File: config.mk
export PLATFORM = sky130hd
export DESIGN_NAME = irq_vec_unit
export DESIGN_NICKNAME = d
export VERILOG_FILES = /design/src/rtl/irq_pkg.sv /design/src/rtl/irq_flag_bank.sv /design/src/rtl/irq_prio_enc.sv /design/src/rtl/irq_ret_timer.sv /design/src/rtl/irq_vec_unit.sv
export SDC_FILE = /design/constraint.sdc
export NUM_CORES = 1
export LEC_CHECK = 0
export BUFFER_PORTS_ARGS = -buffer_cell sky130_fd_sc_hd__buf_4
export CORE_ASPECT_RATIO = 2
export CORE_MARGIN = 5
export CORE_UTILIZATION = 34
export CTS_CLUSTER_SIZE = 10
export DETAILED_ROUTE_END_ITERATION = 8
export GPL_TIMING_DRIVEN = 0
export MAX_ROUTING_LAYER = met4
export PLACE_DENSITY = 0.69
export SLEW_MARGIN = 5
export SYNTH_ARGS = -nofsm -noshare
export SYNTH_HDL_FRONTEND = slang
export SYNTH_SLANG_ARGS = --single-unit
File: constraint.sdc
create_clock -name clk_i -period 1.7 [get_ports clk_i]
set_input_delay 0.255 -clock clk_i [delete_from_list [all_inputs] [get_ports clk_i]]
set_output_delay 0.255 -clock clk_i [all_outputs]
set_load 0.005 [all_outputs]
File: src/rtl/irq_pkg.sv
package irq_pkg;
  function automatic int unsigned vec_of(int unsigned idx, int unsigned spacing);
    return idx * spacing;
  endfunction
endpackage

File: src/rtl/irq_flag_bank.sv
module irq_flag_bank #(
  parameter int unsigned N_SRC     = 8,
  parameter logic [N_SRC-1:0] RSVD_MASK = '0
) (
  input  logic             clk_i,
  input  logic             rst_ni,
  input  logic [N_SRC-1:0] src_set_i,
  input  logic             flag_wr_i,
  input  logic             mask_wr_i,
  input  logic [N_SRC-1:0] wdata_i,
  input  logic [N_SRC-1:0] hw_clr_i,
  output logic [N_SRC-1:0] flag_o,
  output logic [N_SRC-1:0] mask_o
);
  for (genvar g = 0; g < N_SRC; g++) begin : g_bit
    if (RSVD_MASK[g]) begin : g_rsvd
      assign flag_o[g] = 1'b0;
      assign mask_o[g] = 1'b0;
    end else begin : g_impl
      logic flag_q, mask_q;
      always_ff @(posedge clk_i or negedge rst_ni) begin
        if (!rst_ni) begin
          flag_q <= 1'b0;
          mask_q <= 1'b0;
        end else begin
          // new event wins over a clear in the same cycle
          if (src_set_i[g])                                 flag_q <= 1'b1;
          else if ((flag_wr_i && wdata_i[g]) || hw_clr_i[g]) flag_q <= 1'b0;
          if (mask_wr_i) mask_q <= wdata_i[g];
        end
      end
      assign flag_o[g] = flag_q;
      assign mask_o[g] = mask_q;
    end
  end
endmodule

File: src/rtl/irq_prio_enc.sv
module irq_prio_enc #(
  parameter int unsigned N_SRC = 8,
  localparam int unsigned IDX_W = (N_SRC > 1) ? $clog2(N_SRC) : 1
) (
  input  logic [N_SRC-1:0] req_i,
  output logic             valid_o,
  output logic [IDX_W-1:0] idx_o,
  output logic [N_SRC-1:0] oh_o
);
  always_comb begin
    idx_o = '0;
    oh_o  = '0;
    // scan high to low so the lowest set bit is written last
    for (int i = N_SRC - 1; i >= 0; i--) begin
      if (req_i[i]) begin
        idx_o = IDX_W'(i);
        oh_o  = '0;
        oh_o[i] = 1'b1;
      end
    end
  end
  assign valid_o = |req_i;
endmodule

File: src/rtl/irq_ret_timer.sv
module irq_ret_timer #(
  parameter int unsigned RET_CYCLES = 4,
  localparam int unsigned CNT_W = $clog2(RET_CYCLES + 1)
) (
  input  logic clk_i,
  input  logic rst_ni,
  input  logic start_i,
  output logic busy_o,
  output logic done_o
);
  logic [CNT_W-1:0] cnt_q;

  always_ff @(posedge clk_i or negedge rst_ni) begin
    if (!rst_ni)                cnt_q <= '0;
    else if (!busy_o && start_i) cnt_q <= CNT_W'(RET_CYCLES - 1);
    else if (busy_o)             cnt_q <= cnt_q - 1'b1;
  end

  assign busy_o = (cnt_q != '0);
  assign done_o = (cnt_q == CNT_W'(1));
endmodule

File: src/rtl/irq_vec_unit.sv
module irq_vec_unit #(
  parameter int unsigned N_SRC       = 8,
  parameter int unsigned VEC_SPACING = 2,
  parameter int unsigned ADDR_W      = 12,
  parameter int unsigned RET_CYCLES  = 4,
  parameter logic [N_SRC-1:0] RSVD_MASK = 8'h02
) (
  input  logic              clk_i,
  input  logic              rst_ni,
  input  logic [N_SRC-1:0]  src_set_i,
  input  logic              flag_wr_i,
  input  logic              mask_wr_i,
  input  logic [N_SRC-1:0]  wdata_i,
  input  logic              gie_set_i,
  input  logic              gie_clr_i,
  input  logic              reti_i,
  input  logic              take_i,
  output logic [N_SRC-1:0]  flag_o,
  output logic [N_SRC-1:0]  mask_o,
  output logic              gie_o,
  output logic              irq_o,
  output logic              ack_o,
  output logic [ADDR_W-1:0] vec_o
);
  import irq_pkg::*;
  localparam int unsigned IDX_W = (N_SRC > 1) ? $clog2(N_SRC) : 1;

  logic [N_SRC-1:0] req, win_oh, hw_clr;
  logic [IDX_W-1:0] win_idx;
  logic             any_req, accept, ret_done, ret_busy;
  logic             gie_q, ack_q;
  logic [ADDR_W-1:0] vec_q;

  irq_flag_bank #(.N_SRC(N_SRC), .RSVD_MASK(RSVD_MASK)) u_bank (
    .clk_i, .rst_ni, .src_set_i, .flag_wr_i, .mask_wr_i, .wdata_i,
    .hw_clr_i(hw_clr), .flag_o, .mask_o
  );

  assign req = flag_o & mask_o;

  irq_prio_enc #(.N_SRC(N_SRC)) u_enc (
    .req_i(req), .valid_o(any_req), .idx_o(win_idx), .oh_o(win_oh)
  );

  irq_ret_timer #(.RET_CYCLES(RET_CYCLES)) u_ret (
    .clk_i, .rst_ni, .start_i(reti_i), .busy_o(ret_busy), .done_o(ret_done)
  );

  assign irq_o  = gie_q && any_req;
  assign accept = irq_o && take_i;
  assign hw_clr = accept ? win_oh : '0;

  always_ff @(posedge clk_i or negedge rst_ni) begin
    if (!rst_ni) begin
      gie_q <= 1'b0;
      ack_q <= 1'b0;
      vec_q <= '0;
    end else begin
      ack_q <= accept;
      if (accept) vec_q <= ADDR_W'(vec_of(32'(win_idx) + 1, VEC_SPACING));
      if (accept || gie_clr_i)         gie_q <= 1'b0;
      else if (gie_set_i || ret_done)  gie_q <= 1'b1;
    end
  end

  assign gie_o = gie_q;
  assign ack_o = ack_q;
  assign vec_o = vec_q;
endmodule

==> metrics.txt <==
drt wl/cell=12.62 um; RSZ-0062 raised after global routing=yes; CTS Buffer Depth=2; Primary FF master, synth=dfrtp_1; peak supply drop=0.0006274 V; Peak Freq=567.0 MHz; max-cap viol count=0; area leader, netlist=dfrtp_1; Post-synth EDFFs=0; CTS tree=built; Crit Path Max Fanout=5; worst hold path class=input pin to register; drt drc=0; Num CTS Buffers=3; core area=3646 sq um; clk_lat worst skew=260 ps; Place WS=-307.3 ps; # rows=31; clk_skew=0.7957 ps; Synth Instances=130; Ys Warns=0; die height=97.03 um; hpwl dp=2359 um; Leak Pwr=0.8832 nW; ys async rst share=100.0%; Antenna Cells=0; setup violators final=2; synth unique cells=30; total grt overflow=0; CTS root buf=clkbuf_8; Synth Register Bits=23; r2r endpoint=u_bank.g_bit[7].g_impl.flag_q; Die W=53.51 um; most numerous cell in the Yosys netlist=buf_4; Critical Path Sink Type=register; CP required=1860 ps; crit path DAT=1920 ps; Port Buf Inserts=41; Final Util=50.86%; Post-Route WL=3053 um; failing checks=negative setup slack; crit path max-delay cell type=or4b_4; ranking of synthesized cells by area=dfrtp_1 45%, buf_4 14%, mux2_2 7.0%; total clock sinks=23; critical path cell sequence=a222oi_1, nand2_1, or4b_4, a31o_1; gr usage total=12.84%; Worst path max stage delay=510 ps; Worst Path Buf+Inv=0; drt initial violations=31; CP Launch Point=u_bank.g_bit[0].g_impl.flag_q; Crit path max-delay family=simple AND/OR/NAND/NOR gates; clock-pin slew on the worst setup and hold paths=80 ps; min Tclk post-route=1764 ps; power density cells=913.2 nW/um^2; Final Max Slew Viols=0; Starting Density=35.31%; first-pass GRT wire length=4850 um; HP Start=gie_clr_i; H-tree depth=1; Synth top area share=44.70%; flop-to-flop setup slack=-60 ps; pin count of the biggest net entering global routing=24; Post-synth top cells=24 x buf_4, 23 x dfrtp_1, 20 x nand2_1, 8 x mux2_2, 6 x a21oi_1; 1st-pass router iterations=4; Nets=222; share of layout cells above drive strength 1=50.26%; register area share after synthesis=44.70%; worst hold stages=2; vias per std cell=4.599; Final Hold Fails=0; syn avg cell area=9.904 sq um; critical path launch point type=register; Hold Path End=gie_o; GPL Wtd Cong=0.7777; # IOs=55; post-synthesis cell area=1287 sq um; via count=1113; initial antenna violation count=0; final setup margin=-63.63 ps; vias in the first global route=1105; area delta synth->final=44.02%; Die ar.=5192 sq um; Setup CP Type=register to register; Final period util=103.7%; antenna-violating nets left=0; Reg2Reg Depth=4; worst reg2reg path startpoint=u_bank.g_bit[0].g_impl.flag_q; status=finished, violations left
## worst max-delay path by stage
stage,slack [ps],endpoint,depth (start not counted)
after floorplan,-70,u_bank.g_bit[7].g_impl.flag_q,4
after global placement,-280,u_bank.g_bit[7].g_impl.flag_q,4
after detailed placement,-310,u_bank.g_bit[7].g_impl.flag_q,4
after CTS,-80,u_bank.g_bit[7].g_impl.flag_q,4
after global routing,-150,u_bank.g_bit[7].g_impl.flag_q,4
final,-60,u_bank.g_bit[7].g_impl.flag_q,4
## cell type report
| cell class | instances | area, sq um |
|---|---|---|
| fillers | 369 | 1792 |
| multi-input cells | 86 | 589.3 |
| flip-flops and latches | 23 | 578.1 |
| repair buffers | 50 | 377.9 |
| plain buffers | 25 | 183.9 |
| well taps | 49 | 61.31 |
| clock buffers | 4 | 45.04 |
| inverters | 5 | 18.77 |
## registers in the layout (all words and copies together), names as in the netlist
register                    cells
u_ret.cnt_q                     3
u_bank.g_bit.g_impl.flag_q      7
vec_o                           4
u_bank.g_bit.g_impl.mask_q      7
ack_o                           1
gie_o                           1
## placed cells by master (no fill, tap or decap), drive strengths merged
| cell type | count |
|---|---|
| a2111oi | 1 |
| a211oi | 1 |
| a21boi | 1 |
| a21o | 1 |
| a21oi | 6 |
| a222oi | 1 |
| a22o | 1 |
| a22oi | 3 |
| a31o | 6 |
| a31oi | 2 |
| a32oi | 1 |
| and2 | 2 |
| buf | 73 |
| clkbuf | 5 |
| conb | 10 |
| dfrtp | 23 |
| dlygate4sd3 | 1 |
| ha | 4 |
| inv | 5 |
| mux2 | 8 |
| nand2 | 20 |
| nand2b | 2 |
| nand3 | 3 |
| nor2 | 3 |
| nor3 | 2 |
| o21ai | 4 |
| o22ai | 1 |
| o31a | 1 |
| or2 | 1 |
| or4b | 1 |
## stage by stage
stage	hold slack, ps	setup TNS [ps]	power (mW)	instances	instance area, sq um
2_1_floorplan	-40.59	-68.82	1.065	139	1321
3_3_place_gp	165.3	-1496	1.301	229	1690
3_5_place_dp	165.7	-1563	1.315	229	1690
4_1_cts	135.9	-88.36	1.705	239	1831
5_1_grt	140.0	-247.3	1.820	242	1854
6_report	135.3	-73.23	1.693	242	1854
## cells by family after synthesis
| logic type | share of synthesized area [%] |
|---|---|
| compound gates | 16.52 |
| fa+ha+maj | 3.887 |
| buf+inv | 15.74 |
| flops | 44.70 |
| mux | 6.997 |
| other cells | 0.2913 |
| simple gates | 11.86 |
## routing by layer
metal | up-vias | part of all wire (%) | track usage [%]
met5 | - | 0 | -
met4 | 0 | 1.8 | 5.315
met3 | 4 | 4.3 | 1.538
met2 | 34 | 59 | 23.75
met1 | 529 | 35 | 12.48
li1 | 546 | - | -
## report_power, final
group / internal [mW] / switching, mW / total, mW
logic: 0.343 / 0.264 / 0.607
registers: 0.656 / 0.0938 / 0.750
clock network: 0.167 / 0.169 / 0.336
total: 1.17 / 0.527 / 1.69
## repair_timing
item                                   in CTS  in global routing
gates resized for setup                     9                  2
hold buffers                                1                  0
pin swaps                                   3                  3
endpoints found under the hold margin      23                  0
setup endpoints to repair                  12                  6
setup buffers                               5                  3
Power figures use the tool's default switching activity.
